`config.mk`:
```
export PLATFORM = sky130hd
export DESIGN_NAME = bitstuff_codec
export DESIGN_NICKNAME = d
export VERILOG_FILES = /design/src/rtl/bitstuff_pkg.sv /design/src/rtl/bitstuff_run.sv /design/src/rtl/bitstuff_tx.sv /design/src/rtl/bitstuff_rx.sv /design/src/rtl/bitstuff_codec.sv
export SDC_FILE = /design/constraint.sdc
export NUM_CORES = 1
export LEC_CHECK = 0
export CAP_MARGIN = 20
export CORE_MARGIN = 2
export CORE_UTILIZATION = 28
export CTS_CLUSTER_DIAMETER = 150
export DETAILED_ROUTE_END_ITERATION = 10
export HOLD_SLACK_MARGIN = 0.05
export PLACE_DENSITY_LB_ADDON = 0.1
export SETUP_SLACK_MARGIN = 0.5
export SYNTH_ARGS = -nofsm -noshare
export SYNTH_HDL_FRONTEND = slang
export SYNTH_HIERARCHICAL = 1
export SYNTH_SLANG_ARGS = --single-unit
```
`constraint.sdc`:
```
create_clock -name clk -period 2.6 [get_ports clk]
set_input_delay 0.65 -clock clk [delete_from_list [all_inputs] [get_ports clk]]
set_output_delay 0.65 -clock clk [all_outputs]
set_load 0.005 [all_outputs]
```
`src/rtl/bitstuff_pkg.sv`:
```
package bitstuff_pkg;
   // counter must hold 0 .. RUN_LEN+1 (one past the limit marks a violation)
   function automatic int run_cnt_bits(input int run_len);
      return $clog2(run_len + 2);
   endfunction
endpackage

```
`src/rtl/bitstuff_run.sv`:
```
module bitstuff_run #(
   parameter int RUN_LEN = 5,
   parameter int CW      = bitstuff_pkg::run_cnt_bits(RUN_LEN)
) (
   input  logic          clk,
   input  logic          rst_n,
   input  logic          en,
   input  logic          step,
   input  logic          bit_in,
   output logic          active,
   output logic          last,
   output logic [CW-1:0] cnt
);
   localparam logic [CW-1:0] LIM = CW'(RUN_LEN);
   localparam logic [CW-1:0] ONE = CW'(1);

   always_ff @(posedge clk or negedge rst_n) begin
      if (!rst_n) begin
         active <= 1'b0;
         last   <= 1'b1;
         cnt    <= '0;
      end else if (!en) begin
         active <= 1'b0;
         cnt    <= '0;
      end else if (step) begin
         active <= 1'b1;
         last   <= bit_in;
         if (!active || (bit_in != last)) cnt <= ONE;
         else if (cnt <= LIM)             cnt <= cnt + ONE;
      end
   end

   assert_run_bounded_R5: assert property (@(posedge clk) disable iff (!rst_n)
      cnt <= LIM + ONE);
   assert_run_restart_R8: assert property (@(posedge clk) disable iff (!rst_n)
      !en |=> (cnt == '0) && !active);
endmodule

```
`src/rtl/bitstuff_tx.sv`:
```
module bitstuff_tx #(
   parameter int RUN_LEN = 5,
   parameter int CW      = bitstuff_pkg::run_cnt_bits(RUN_LEN)
) (
   input  logic clk,
   input  logic rst_n,
   input  logic bit_stb,
   input  logic region_en,
   input  logic tx_din,
   output logic tx_ready,
   output logic tx_dout
);
   localparam logic [CW-1:0] LIM = CW'(RUN_LEN);

   logic          run_act;
   logic          run_last;
   logic [CW-1:0] run_cnt;
   logic          stuff_due;
   logic          line_bit;

   assign stuff_due = region_en && run_act && (run_cnt == LIM);
   assign line_bit  = stuff_due ? ~run_last : tx_din;
   assign tx_ready  = ~stuff_due;

   bitstuff_run #(.RUN_LEN(RUN_LEN), .CW(CW)) run_i (
      .clk    (clk),
      .rst_n  (rst_n),
      .en     (region_en),
      .step   (bit_stb),
      .bit_in (line_bit),
      .active (run_act),
      .last   (run_last),
      .cnt    (run_cnt)
   );

   always_ff @(posedge clk or negedge rst_n) begin
      if (!rst_n)       tx_dout <= 1'b1;
      else if (bit_stb) tx_dout <= line_bit;
   end

   assert_stuff_flips_R2: assert property (@(posedge clk) disable iff (!rst_n)
      (bit_stb && !tx_ready) |=> (tx_dout != $past(tx_dout)));
   assert_single_stall_R3: assert property (@(posedge clk) disable iff (!rst_n)
      (bit_stb && !tx_ready) |=> tx_ready);
   assert_no_stall_outside_R7: assert property (@(posedge clk) disable iff (!rst_n)
      !region_en |-> tx_ready);
   assert_tx_run_limit_R2: assert property (@(posedge clk) disable iff (!rst_n)
      run_cnt <= LIM);
endmodule

```
`src/rtl/bitstuff_rx.sv`:
```
module bitstuff_rx #(
   parameter int RUN_LEN = 5,
   parameter int CW      = bitstuff_pkg::run_cnt_bits(RUN_LEN)
) (
   input  logic clk,
   input  logic rst_n,
   input  logic bit_stb,
   input  logic region_en,
   input  logic rx_din,
   output logic rx_dout,
   output logic rx_valid,
   output logic rx_err
);
   localparam logic [CW-1:0] LIM = CW'(RUN_LEN);

   logic          run_act;
   logic          run_last;
   logic [CW-1:0] run_cnt;
   logic          at_limit;
   logic          drop_bit;
   logic          viol_bit;

   assign at_limit = region_en && run_act && (run_cnt >= LIM);
   assign drop_bit = at_limit && (run_cnt == LIM) && (rx_din != run_last);
   assign viol_bit = at_limit && (rx_din == run_last);

   bitstuff_run #(.RUN_LEN(RUN_LEN), .CW(CW)) run_i (
      .clk    (clk),
      .rst_n  (rst_n),
      .en     (region_en),
      .step   (bit_stb),
      .bit_in (rx_din),
      .active (run_act),
      .last   (run_last),
      .cnt    (run_cnt)
   );

   always_ff @(posedge clk or negedge rst_n) begin
      if (!rst_n) begin
         rx_dout  <= 1'b1;
         rx_valid <= 1'b0;
         rx_err   <= 1'b0;
      end else begin
         rx_valid <= bit_stb && !drop_bit;
         if (bit_stb && !drop_bit) rx_dout <= rx_din;
         if (!region_en)                rx_err <= 1'b0;
         else if (bit_stb && viol_bit)  rx_err <= 1'b1;
      end
   end

   assert_valid_after_strobe_R9: assert property (@(posedge clk) disable iff (!rst_n)
      rx_valid |-> $past(bit_stb));
   assert_err_in_region_R5: assert property (@(posedge clk) disable iff (!rst_n)
      (rx_err && !$past(rx_err)) |-> $past(region_en && bit_stb));
   assert_err_clears_R6: assert property (@(posedge clk) disable iff (!rst_n)
      !region_en |=> !rx_err);
   assert_pass_outside_R7: assert property (@(posedge clk) disable iff (!rst_n)
      (bit_stb && !region_en) |=> rx_valid);
endmodule

```
`src/rtl/bitstuff_codec.sv`:
```
module bitstuff_codec #(
   parameter int RUN_LEN = 5
) (
   input  logic clk,
   input  logic rst_n,
   input  logic bit_stb,
   input  logic region_en,
   input  logic tx_din,
   output logic tx_ready,
   output logic tx_dout,
   input  logic rx_din,
   output logic rx_dout,
   output logic rx_valid,
   output logic rx_err
);
   localparam int CW = bitstuff_pkg::run_cnt_bits(RUN_LEN);

   generate
      if (RUN_LEN < 2) begin : g_bad_run_len
         $error("bitstuff_codec: RUN_LEN must be at least 2");
      end
   endgenerate

   bitstuff_tx #(.RUN_LEN(RUN_LEN), .CW(CW)) tx_i (
      .clk       (clk),
      .rst_n     (rst_n),
      .bit_stb   (bit_stb),
      .region_en (region_en),
      .tx_din    (tx_din),
      .tx_ready  (tx_ready),
      .tx_dout   (tx_dout)
   );

   bitstuff_rx #(.RUN_LEN(RUN_LEN), .CW(CW)) rx_i (
      .clk       (clk),
      .rst_n     (rst_n),
      .bit_stb   (bit_stb),
      .region_en (region_en),
      .rx_din    (rx_din),
      .rx_dout   (rx_dout),
      .rx_valid  (rx_valid),
      .rx_err    (rx_err)
   );
endmodule

```
Yosys cells after proc, flatten, opt, wreduce, memory -nomap -nowiden
Index checks and enable logic that the tools add are counted.

word-level totals
  output and inout port bits = 5
  flip-flop bits (word level) = 13
  word-level logic and storage cells = 53
  input port bits = 6

cells by class
  add/subtract/negate cells = 2
  reduce and logical (&&, ||, !) cells = 15
  order comparisons = 3
  eq/ne operators = 9
  bitwise gates (word level) = 2
  mux-type cells = 13

operator list
  operator                                                  count
  two-way mux 3 bit                                         8
  logical AND 1 bit                                         8
  adder 3 x 1 -> 3 bit, second input constant               2
  equality test 3 bit, second input constant                2
  <= comparator 3 bit, second input constant                2
  != test 3 x 1 -> 1 bit, second input constant             2
  AND reduction 2 bit                                       3
  two-way mux 1 bit                                         5
  greater-or-equal comparator 3 bit, second input constant  1
  zero test 1 bit                                           2
  logical OR 1 bit                                          2
  != test 1 bit                                             2
  != test 2 x 1 -> 1 bit, second input constant             1
  != test 2 bit, second input constant                      1
  inverter 1 bit                                            2
  equality test 1 bit                                       1

Longest topological paths before layout
Gate-level depths: netlist of run 1.

  depth in word-level cells = 8
  mapped depth = 6
  depth with buffers taken out = 6

Hierarchy
Netlist of run 1, hierarchy kept.

modules (own cells, without submodules)
  module        area an instance (sq um)  times used  cells each
  bitstuff_run  272.8                     2           25
  bitstuff_rx   171.4                     1           17
  bitstuff_tx   71.3                      1           8

Least setup slack after synthesis of run 1
OpenSTA, ideal clock, no wires.

  path type = in2out
  start = in region_en
  end = out tx_ready
  arrival = 936 ps
  slack = 1014 ps
  path buffers = 0
  stages on the path = 2
  path through = and4b_1 > nand2_1

between the ends
  cells in the longest elaborated chain, start to end = 3

RTL lines
  item                line                 text
  start: declaration  bitstuff_codec.sv:7  input logic region_en,
  logical AND 1 bit   n/a
  logical AND 1 bit   bitstuff_tx.sv:21    assign stuff_due = region_en && run_act && (run_cnt == LIM);
  inverter 1 bit      bitstuff_tx.sv:23    assign tx_ready = ~stuff_due;
  end: declaration    bitstuff_codec.sv:9  output logic tx_ready,

Every way passes these cells.

Final worst setup path of run 1
Same ends and word-level chain as after synthesis.

==> results of run 1 <==
## metal layers
layer  track usage [%]  wire (µm)  vias up
met5                 0          0        -
met4             4.983         21        0
met3             2.268         71        2
met2             16.75        695       14
met1             15.46        832      302
li1                  -          -      304
## kinds of logic after synthesis
| group | count (synthesis) |
|---|---|
| AOI/OAI and AO/OA | 22 |
| adders and majority gates | 2 |
| xor gates and xnor gates | 3 |
| DFF | 14 |
| buffers and inverters | 4 |
| and+or+nand+nor | 25 |
| muxes | 5 |
## flip-flops by register name (all words and copies together) (netlist names)
register / cells
tx_i/tx_dout: 1
tx_i/run_i/cnt: 3
rx_i/run_i/last: 1
rx_i/rx_dout: 1
rx_i/run_i/cnt: 3
rx_i/rx_valid: 1
tx_i/run_i/last: 1
rx_i/rx_err: 1
rx_i/run_i/active: 1
tx_i/run_i/active: 1
## synth_stat cells (3+ instances only)
| cell type | count |
|---|---|
| sky130_fd_sc_hd__nand2_1 | 11 |
| sky130_fd_sc_hd__dfstp_2 | 4 |
| sky130_fd_sc_hd__o21a_1 | 3 |
| sky130_fd_sc_hd__nand3b_1 | 3 |
| sky130_fd_sc_hd__mux2i_1 | 3 |
| sky130_fd_sc_hd__a31oi_1 | 3 |
| sky130_fd_sc_hd__a21oi_1 | 3 |
| sky130_fd_sc_hd__nand3_1 | 3 |
| sky130_fd_sc_hd__o21ai_0 | 3 |
| sky130_fd_sc_hd__dfrtp_1 | 10 |
## cell usage in the layout (no fill, tap or decap), types with 3 or more instances in the layout
cell type                         count
sky130_fd_sc_hd__dfstp_2              4
sky130_fd_sc_hd__mux2i_1              3
sky130_fd_sc_hd__nand3b_1             3
sky130_fd_sc_hd__dfrtp_1             10
sky130_fd_sc_hd__clkbuf_4             3
sky130_fd_sc_hd__clkdlybuf4s50_1      8
sky130_fd_sc_hd__a21oi_1              3
sky130_fd_sc_hd__buf_4                3
sky130_fd_sc_hd__o21a_1               3
sky130_fd_sc_hd__o21ai_0              3
sky130_fd_sc_hd__a31oi_1              3
sky130_fd_sc_hd__nand3_1              3
sky130_fd_sc_hd__nand2_1             11
## power by group through the flow
stage | Combinational [µW] | Clock [µW] | Sequential [µW]
4_1_cts | 80.2 | 167 | 254
5_1_grt | 87.8 | 179 | 257
3_3_place_gp | 80.4 | 0 | 258
6_report | 79.3 | 161 | 254
2_1_floorplan | 47.4 | 0 | 255
3_5_place_dp | 80.0 | 0 | 258
## cell type report
type | instances | area share, %
multi-input combinational | 57 | 41.82
clock buffer | 4 | 3.766
timing repair buffer | 13 | 12.73
sequential | 14 | 36.88
tap | 31 | 4.026
inverter | 2 | 0.7792
## worst min path at each step
stage,start,end
CTS,tx_i/tx_dout$_DFFE_PN1P_,tx_i/tx_dout$_DFFE_PN1P_
global placement,rx_i/rx_err$_DFFE_PN0P_,rx_i/rx_err$_DFFE_PN0P_
finish,tx_i/tx_dout$_DFFE_PN1P_,tx_i/tx_dout$_DFFE_PN1P_
detailed placement,rx_i/rx_err$_DFFE_PN0P_,rx_i/rx_err$_DFFE_PN0P_
floorplan,rst_n,rx_i/run_i/active$_DFFE_PN0P_
global route,tx_i/run_i/active$_DFFE_PN0P_,tx_i/run_i/cnt[0]$_DFFE_PN0P_
## per-stage QoR
step	instance area (µm²)	hold slack (ns)
after floorplan	788.3	0.3544
after global placement	927.1	0.4861
after detailed placement	927.1	0.4906
after CTS	963.4	0.5054
after global routing	963.4	0.5433
final	963.4	0.5023
## tightest hold or removal path: cells and delay by family, from the launching register on
family	cells	cell delay, ns
and+or+nand+nor	1	0.09
AOI/OAI and AO/OA	1	0.04
DFF	1	0.38
## timing repair
| item | in CTS | in global routing |
|---|---|---|
| endpoints found under the setup margin | 1 | 0 |
| resized for setup | 4 | 0 |
| hold buffers | 0 | 0 |
==> flow_summary.html, run 1 <==
<table>
<tr><th>Metric</th><th>Value</th></tr>
<tr><th colspan="2">Global route</th></tr>
<tr><td>Antenna violations before repair</td><td>0</td></tr>
<tr><td>Total congestion overflow</td><td>0</td></tr>
<tr><td>Number of global-route vias before repair</td><td>approximately 600</td></tr>
<tr><td>GRT Util Overall</td><td>around 11%</td></tr>
<tr><td>Global-route wire length before repair</td><td>approximately 2800 µm</td></tr>
<tr><td>Maximum number of pins on one net before global-route repair</td><td>18</td></tr>
<tr><th colspan="2">Finish</th></tr>
<tr><td>Number of antenna diodes</td><td>0</td></tr>
<tr><td>Multi-input gate area in the final layout</td><td>a little over 400 µm²</td></tr>
<tr><td>Area growth from synthesis to final layout</td><td>22.22%</td></tr>
<tr><td>FILL cells</td><td>~280</td></tr>
<tr><td>Total Nets Final</td><td>approximately 100</td></tr>
<tr><td>Core Util, Final</td><td>35.55%</td></tr>
<tr><td>Fraction of final layout cells with drive strength greater than 1</td><td>between 20% and 30%</td></tr>
<tr><td>Number of standard cells in the final layout excluding fillers</td><td>between 100 and 150</td></tr>
<tr><td>Area occupied by registers</td><td>355.3 µm²</td></tr>
<tr><th colspan="2">Worst setup path</th></tr>
<tr><td>FF-to-FF Start</td><td>tx_i/run_i/cnt[1]$_DFFE_PN0P_</td></tr>
<tr><td>Worst setup slack for register-to-register paths</td><td>0.96 ns</td></tr>
<tr><td>Timing startpoint of the critical path</td><td>region_en</td></tr>
<tr><td>Critical Path, Cell by Cell</td><td>dlygate4sd2_1 &gt; and4b_1 &gt; nand2_1 &gt; clkdlybuf4s15_2</td></tr>
<tr><td>Number of cells on the critical path</td><td>4</td></tr>
<tr><td>Data arrival time of the critical path</td><td>1.38 ns</td></tr>
<tr><td>Capturing instance or port of the critical path</td><td>tx_ready</td></tr>
<tr><td>Launching element type of the critical path</td><td>input pin</td></tr>
<tr><td>Stage delay of the slowest cell on the critical path</td><td>roughly 0.23 ns</td></tr>
<tr><td>Critical Path End Type</td><td>output port</td></tr>
<tr><td>Worst-case reg-to-reg path depth</td><td>7</td></tr>
<tr><td>Biggest fanout along the worst timing path</td><td>2</td></tr>
<tr><td>Buffers plus inverters on the worst setup path</td><td>2</td></tr>
<tr><td>Capture point of the worst reg-to-reg path</td><td>tx_i/run_i/cnt[2]$_DFFE_PN0P_</td></tr>
<tr><td>Critical path data required time</td><td>between 1.5 and 2 ns</td></tr>
<tr><td>Crit path kind</td><td>input pin to output port</td></tr>
<tr><td>Slowest cell on crit path</td><td>sky130_fd_sc_hd__and4b_1</td></tr>
<tr><td>Crit-path leading delay family</td><td>buffers and inverters</td></tr>
<tr><th colspan="2">Power</th></tr>
<tr><td>Fraction of power spent switching nets</td><td>about a quarter</td></tr>
<tr><td>Combinational group share of total power</td><td>~16%</td></tr>
<tr><td>Clock network fraction of design power</td><td>between 30% and 40%</td></tr>
<tr><td>Ratio of total power to cell area</td><td>about 510 nW/µm²</td></tr>
<tr><td>Tot Pwr</td><td>just under 500 µW</td></tr>
<tr><td>Share of power burned in registers</td><td>between 50% and 60%</td></tr>
<tr><td>Worst IR drop on VDD</td><td>0.2046 mV</td></tr>
<tr><td>Internal power</td><td>365.1 µW</td></tr>
<tr><td>Leakage Power</td><td>around 0.00043 µW</td></tr>
<tr><td>Switching power total</td><td>between 100 and 150 µW</td></tr>
<tr><th colspan="2">Drt</th></tr>
<tr><td>Detailed Route Iter0 Violations</td><td>18</td></tr>
<tr><td>Residual antenna-violating net count after detailed routing</td><td>0</td></tr>
<tr><td>Wire length per cell after detailed routing</td><td>around 13 µm</td></tr>
<tr><td>Count of vias placed by the detailed router</td><td>622</td></tr>
<tr><td>Initial DRT Pass Iterations</td><td>4</td></tr>
<tr><td>Remaining DRCs</td><td>0</td></tr>
<tr><td>Drt via density</td><td>approximately 5.1</td></tr>
<tr><td>Aggregate routed wire length</td><td>between 1500 and 2000 µm</td></tr>
<tr><th colspan="2">Logic synthesis</th></tr>
<tr><td>Number of different library cells in the post-synthesis netlist</td><td>27</td></tr>
<tr><td>Synthesized netlist cell count</td><td>between 70 and 80</td></tr>
<tr><td>XOR/XNOR share of the synthesized area</td><td>3.333%</td></tr>
<tr><td>Simple-gate area share of the yosys netlist</td><td>between 15 and 20%</td></tr>
<tr><td>Yosys top cell by area</td><td>sky130_fd_sc_hd__dfrtp_1</td></tr>
<tr><td>Number of flops mapped to enable cells by yosys</td><td>0</td></tr>
<tr><td>Synth Warn #</td><td>6</td></tr>
<tr><td>Primary FF master, synth</td><td>sky130_fd_sc_hd__dfrtp_1</td></tr>
<tr><td>Flip-flop and latch count after synthesis</td><td>14</td></tr>
<tr><td>Share of flip-flops with an asynchronous set or reset after synthesis</td><td>100.0%</td></tr>
<tr><td>Net count after synthesis</td><td>between 80 and 90</td></tr>
<tr><td>Multiplexer area fraction after synthesis</td><td>under 10%</td></tr>
<tr><td>Synthesized-area fraction occupied by ao, oa, aoi and oai cells</td><td>between 15 and 20%</td></tr>
<tr><td>Cell area after synthesis</td><td>between 700 and 800 µm²</td></tr>
<tr><td>Largest cells by area after synthesis</td><td>sky130_fd_sc_hd__dfrtp_1, sky130_fd_sc_hd__dfstp_2, sky130_fd_sc_hd__nand2_1</td></tr>
<tr><td>Adder-cell share of the synthesized area</td><td>~3.2%</td></tr>
<tr><td>Register area share after synthesis</td><td>between 40% and 50%</td></tr>
<tr><td>Fraction of synthesized cell area taken by the top area cell type</td><td>about a third</td></tr>
<tr><td>Average footprint of a synthesized cell</td><td>~11 µm²</td></tr>
<tr><td>Dominant combinational cell family by area after synthesis</td><td>compound AO/OA/AOI/OAI gates</td></tr>
<tr><th colspan="2">STA</th></tr>
<tr><td>Shortest clock period the worst path allows after layout</td><td>approximately 2.0 ns</td></tr>
<tr><td>Worst-margin pin slew</td><td>about 0.66 ns</td></tr>
<tr><td>Total Negative Setup Slacks</td><td>0 ns</td></tr>
<tr><td>Slack of the critical path</td><td>roughly 0.57 ns</td></tr>
<tr><td>Count of pins over their slew limit</td><td>0</td></tr>
<tr><td>Count of endpoints failing setup in the final report</td><td>0</td></tr>
<tr><td>Max frequency</td><td>493.6 MHz</td></tr>
<tr><td>Worst Skew</td><td>0.0008732 ns</td></tr>
<tr><td>Final Hold Viols</td><td>0</td></tr>
<tr><td>Worst slew margin relative to its limit</td><td>a little under three fifths</td></tr>
<tr><td>RSZ-0062 raised after global routing</td><td>no</td></tr>
<tr><td>Final clock period utilization by the worst path</td><td>between 70% and 80%</td></tr>
<tr><th colspan="2">Floorplan</th></tr>
<tr><td>X dimension of the die</td><td>57.06 µm</td></tr>
<tr><td>Height of the die</td><td>around 57 µm</td></tr>
<tr><td>Overall die area</td><td>about 3300 µm²</td></tr>
<tr><td>Initial Util</td><td>29.09%</td></tr>
<tr><td>Number of placement rows</td><td>19</td></tr>
<tr><td>Count of boundary I/O pins</td><td>11</td></tr>
<tr><td>Area of the core</td><td>between 2000 and 3000 µm²</td></tr>
<tr><th colspan="2">Clocking</th></tr>
<tr><td># H-tree levels</td><td>1</td></tr>
<tr><td>Longest Clk Path Bufs</td><td>2</td></tr>
<tr><td>Clock tree from TritonCTS</td><td>built</td></tr>
<tr><td>Total clock buffers created by CTS</td><td>3</td></tr>
<tr><td>Total number of clock tree sinks</td><td>14</td></tr>
<tr><td>Clk root buf</td><td>sky130_fd_sc_hd__clkbuf_4</td></tr>
<tr><td>Clk slew on worst S/H paths</td><td>around 0.1 ns</td></tr>
<tr><td>Post-CTS Repair Setup Buffers</td><td>0</td></tr>
<tr><td>Clock latency on the worst-skew pair</td><td>between 0.2 and 0.3 ns</td></tr>
<tr><th colspan="2">Hold path</th></tr>
<tr><td>Classification of the worst-slack hold path</td><td>flop to flop</td></tr>
<tr><td>Worst hold path stage count</td><td>2</td></tr>
<tr><th colspan="2">Placement</th></tr>
<tr><td>RD Place Congestion</td><td>0.6915</td></tr>
<tr><td>Setup WS pre-CTS</td><td>just under 0.06 ns</td></tr>
<tr><td>HPWL after DPL</td><td>1123 µm</td></tr>
<tr><td>Cell count after placement</td><td>between 100 and 150</td></tr>
<tr><td>Buffers on Ports</td><td>10</td></tr>
<tr><th colspan="2">Run</th></tr>
<tr><td>Maximum capacitance violations</td><td>0</td></tr>
<tr><th colspan="2">Status</th></tr>
<tr><td>Result of the run</td><td>completed</td></tr>
</table>
Note: power is estimated with default switching activity, not from simulation.
==> run 2, diff against run 1 <==
==> constraint.sdc (replaced) <==
create_clock -name clk -period 2 [get_ports clk]
set_input_delay 0.5 -clock clk [delete_from_list [all_inputs] [get_ports clk]]
set_output_delay 0.5 -clock clk [all_outputs]
set_load 0.005 [all_outputs]
==> flow_summary.html, run 2 (synthesis gave the netlist of run 1 again) <==
<table>
<tr><th>Metric</th><th>Value</th></tr>
<tr><th colspan="2">Global route</th></tr>
<tr><td>Number of global-route vias before repair</td><td>636 (+8.2%)</td></tr>
<tr><td>Antenna violations before repair</td><td>0 (unchanged)</td></tr>
<tr><td>Total congestion overflow</td><td>0 (unchanged)</td></tr>
<tr><td>Maximum number of pins on one net before global-route repair</td><td>24 (+6)</td></tr>
<tr><td>Global-route wire length before repair</td><td>3008 µm (+6.6%)</td></tr>
<tr><td>GRT Util Overall</td><td>12.02% (+0.88 points)</td></tr>
<tr><th colspan="2">STA</th></tr>
<tr><td>Count of pins over their slew limit</td><td>0 (unchanged)</td></tr>
<tr><td>Final Hold Viols</td><td>0 (unchanged)</td></tr>
<tr><td>Max frequency</td><td>611.6 MHz</td></tr>
<tr><td>Shortest clock period the worst path allows after layout</td><td>approximately 1.6 ns</td></tr>
<tr><td>Worst Skew</td><td>0.0005721 ns (-0.0003011 ns)</td></tr>
<tr><td>Worst-margin pin slew</td><td>0.2460 ns (-0.4149 ns)</td></tr>
<tr><td>RSZ-0062 raised after global routing</td><td>yes</td></tr>
<tr><td>Final clock period utilization by the worst path</td><td>81.75%</td></tr>
<tr><td>Count of endpoints failing setup in the final report</td><td>0 (unchanged)</td></tr>
<tr><td>Slack of the critical path</td><td>0.3651 ns (-0.2090 ns)</td></tr>
<tr><td>Worst slew margin relative to its limit</td><td>83.48% (+28 points)</td></tr>
<tr><th colspan="2">Power</th></tr>
<tr><td>Ratio of total power to cell area</td><td>622.2 nW/µm² (+21%)</td></tr>
<tr><td>Internal power</td><td>485.3 µW (+33%)</td></tr>
<tr><td>Tot Pwr</td><td>658.6 µW (+33%)</td></tr>
<tr><td>Worst IR drop on VDD</td><td>0.2554 mV (+25%)</td></tr>
<tr><td>Switching power total</td><td>173.3 µW (+34%)</td></tr>
<tr><td>Share of power burned in registers</td><td>50.0% (-1.3 points)</td></tr>
<tr><td>Leakage Power</td><td>0.0004956 µW (+16%)</td></tr>
<tr><td>Fraction of power spent switching nets</td><td>26.32% (+0.18 points)</td></tr>
<tr><td>Combinational group share of total power</td><td>18.1% (+2.1 points)</td></tr>
<tr><td>Clock network fraction of design power</td><td>31.8% (-0.8 points)</td></tr>
<tr><th colspan="2">Drt</th></tr>
<tr><td>Aggregate routed wire length</td><td>1718 µm (+6.0%)</td></tr>
<tr><td>Initial DRT Pass Iterations</td><td>5 (+1)</td></tr>
<tr><td>Residual antenna-violating net count after detailed routing</td><td>0 (unchanged)</td></tr>
<tr><td>Count of vias placed by the detailed router</td><td>666 (+7.1%)</td></tr>
<tr><td>Drt via density</td><td>5.045 (-1.8%)</td></tr>
<tr><td>Remaining DRCs</td><td>0 (unchanged)</td></tr>
<tr><td>Detailed Route Iter0 Violations</td><td>11 (-7)</td></tr>
<tr><td>Wire length per cell after detailed routing</td><td>13.02 µm (-2.8%)</td></tr>
<tr><th colspan="2">Floorplan</th></tr>
<tr><td>Initial Util</td><td>29.09% (unchanged)</td></tr>
<tr><td>X dimension of the die</td><td>57.06 µm (unchanged)</td></tr>
<tr><td>Area of the core</td><td>2710 µm² (unchanged)</td></tr>
<tr><td>Height of the die</td><td>57.06 µm (unchanged)</td></tr>
<tr><td>Number of placement rows</td><td>19 (unchanged)</td></tr>
<tr><td>Count of boundary I/O pins</td><td>11 (unchanged)</td></tr>
<tr><td>Overall die area</td><td>3256 µm² (unchanged)</td></tr>
<tr><th colspan="2">Placement</th></tr>
<tr><td>Cell count after placement</td><td>121 (+3.4%)</td></tr>
<tr><td>Buffers on Ports</td><td>10 (unchanged)</td></tr>
<tr><td>RD Place Congestion</td><td>0.6878 (-0.54%)</td></tr>
<tr><td>HPWL after DPL</td><td>1103 µm (-1.8%)</td></tr>
<tr><td>Setup WS pre-CTS</td><td>-0.2321 ns (-0.2909 ns)</td></tr>
<tr><th colspan="2">Finish</th></tr>
<tr><td>Most common library cell in the layout ignoring fill and taps</td><td>sky130_fd_sc_hd__buf_4</td></tr>
<tr><td>Biggest regs</td><td>rx_i/run_i/cnt (3), tx_i/run_i/cnt (3)</td></tr>
<tr><td>Total Nets Final</td><td>110 (+11%)</td></tr>
<tr><td>Number of antenna diodes</td><td>0 (unchanged)</td></tr>
<tr><td>Fraction of final layout cells with drive strength greater than 1</td><td>34.65% (+14 points)</td></tr>
<tr><td>Area growth from synthesis to final layout</td><td>34.29%</td></tr>
<tr><td>Number of standard cells in the final layout excluding fillers</td><td>132 (+9.1%)</td></tr>
<tr><td>Most frequent cells in the layout</td><td>sky130_fd_sc_hd__buf_4, sky130_fd_sc_hd__nand2_1, sky130_fd_sc_hd__dfrtp_1</td></tr>
<tr><th colspan="2">Worst setup path</th></tr>
<tr><td>Launching element type of the critical path</td><td>flop</td></tr>
<tr><td>Biggest fanout along the worst timing path</td><td>2 (unchanged)</td></tr>
<tr><td>Critical path data required time</td><td>1.50 ns (-0.45 ns)</td></tr>
<tr><td>Data arrival time of the critical path</td><td>1.13 ns (-0.25 ns)</td></tr>
<tr><td>Critical Path, Cell by Cell</td><td>and4b_1 &gt; nand2_1 &gt; buf_2</td></tr>
<tr><td>Crit path kind</td><td>flop to output port</td></tr>
<tr><td>Critical Path End Type</td><td>output port</td></tr>
<tr><td>Slowest cell on crit path</td><td>sky130_fd_sc_hd__dfrtp_1</td></tr>
<tr><td>Stage delay of the slowest cell on the critical path</td><td>0.38 ns (+0.15 ns)</td></tr>
<tr><th colspan="2">Clocking</th></tr>
<tr><td>Hold-fix buffers at CTS</td><td>0 (unchanged)</td></tr>
<tr><td>Clock tree from TritonCTS</td><td>built</td></tr>
<tr><td># H-tree levels</td><td>1 (unchanged)</td></tr>
<tr><td>Clk slew on worst S/H paths</td><td>0.09 ns (about the same)</td></tr>
<tr><td>Total number of clock tree sinks</td><td>14 (unchanged)</td></tr>
<tr><td>Clk root buf</td><td>sky130_fd_sc_hd__clkbuf_4</td></tr>
<tr><td>Clock latency on the worst-skew pair</td><td>0.28 ns (about the same)</td></tr>
<tr><td>Total clock buffers created by CTS</td><td>3 (unchanged)</td></tr>
<tr><td>Longest Clk Path Bufs</td><td>2 (unchanged)</td></tr>
<tr><th colspan="2">Hold path</th></tr>
<tr><td>Classification of the worst-slack hold path</td><td>flop to flop</td></tr>
<tr><th colspan="2">Status</th></tr>
<tr><td>Result of the run</td><td>completed</td></tr>
<tr><th colspan="2">Run</th></tr>
<tr><td>Maximum capacitance violations</td><td>0 (unchanged)</td></tr>
</table>
## run 2: power groups by stage
stage	sequential (µW)	clock, µW	combinational [µW]
after floorplan	331	0	61.6
after global routing	333	239	133
after global placement	335	0	109
after CTS	329	221	116
after detailed placement	335	0	111
final	330	210	119
## run 2: per-stage QoR
step | cell area, µm² | hold slack [ns] | setup TNS [ns] | util (%)
after global placement | 969.7 | 0.4764 | -0.4342 | 35.78
after global routing | 1059 | 0.5261 | 0 | 39.06
after floorplan | 788.3 | 0.2044 | 0 | -
after detailed placement | 969.7 | 0.4854 | -0.4118 | 35.78
final | 1059 | 0.5049 | 0 | 39.06
after CTS | 1028 | 0.5100 | 0 | 37.95
## run 2: final timing paths
path                            cells after the start                          start  slack (ns)                       endpoint
worst min register to register                      2       tx_i/tx_dout$_DFFE_PN1P_        0.50       tx_i/tx_dout$_DFFE_PN1P_
max in group asynchronous                           2                          rst_n        1.24    tx_i/run_i/last$_DFFE_PN1P_
worst min-delay path                                2       tx_i/tx_dout$_DFFE_PN1P_        0.50       tx_i/tx_dout$_DFFE_PN1P_
min in group asynchronous                           2                          rst_n        0.51        rx_i/rx_err$_DFFE_PN0P_
worst max-delay path                                3  tx_i/run_i/cnt[1]$_DFFE_PN0P_        0.37                       tx_ready
worst max register to register                      7  tx_i/run_i/active$_DFFE_PN0P_        0.48  tx_i/run_i/cnt[1]$_DFFE_PN0P_
## run 2: routing by layer
layer,vias to the layer above,GRT usage [%],wire (µm)
li1,327,-,-
met1,323,17.86,861
met2,14,15.27,751
met3,2,2.721,80
met4,0,7.973,24
met5,-,0,0
## run 2: critical path, delay by kind of cell, from the launching register on
| kind | cells | cell delay (ns) |
|---|---|---|
| buffers and inverters | 1 | 0.13 |
| flip-flops | 1 | 0.38 |
| AND/OR/NAND/NOR | 2 | 0.34 |
## run 2: timing repair
item                                    CTS  global route
hold endpoints to repair                  0             0
cloned                                    0             0
buffers inserted                          4             3
pin swaps                                 4             4
gates resized for setup                  18             2
endpoints found under the setup margin   11             4
## run 2: layout make-up
class | count | area, µm²
sequential | 14 | 355.3
tap | 31 | 38.79
inverter | 2 | 7.507
multi-input combinational | 57 | 416.7
timing repair buffer | 24 | 203.9
fill | 283 | 1652
clock buffer | 4 | 36.28
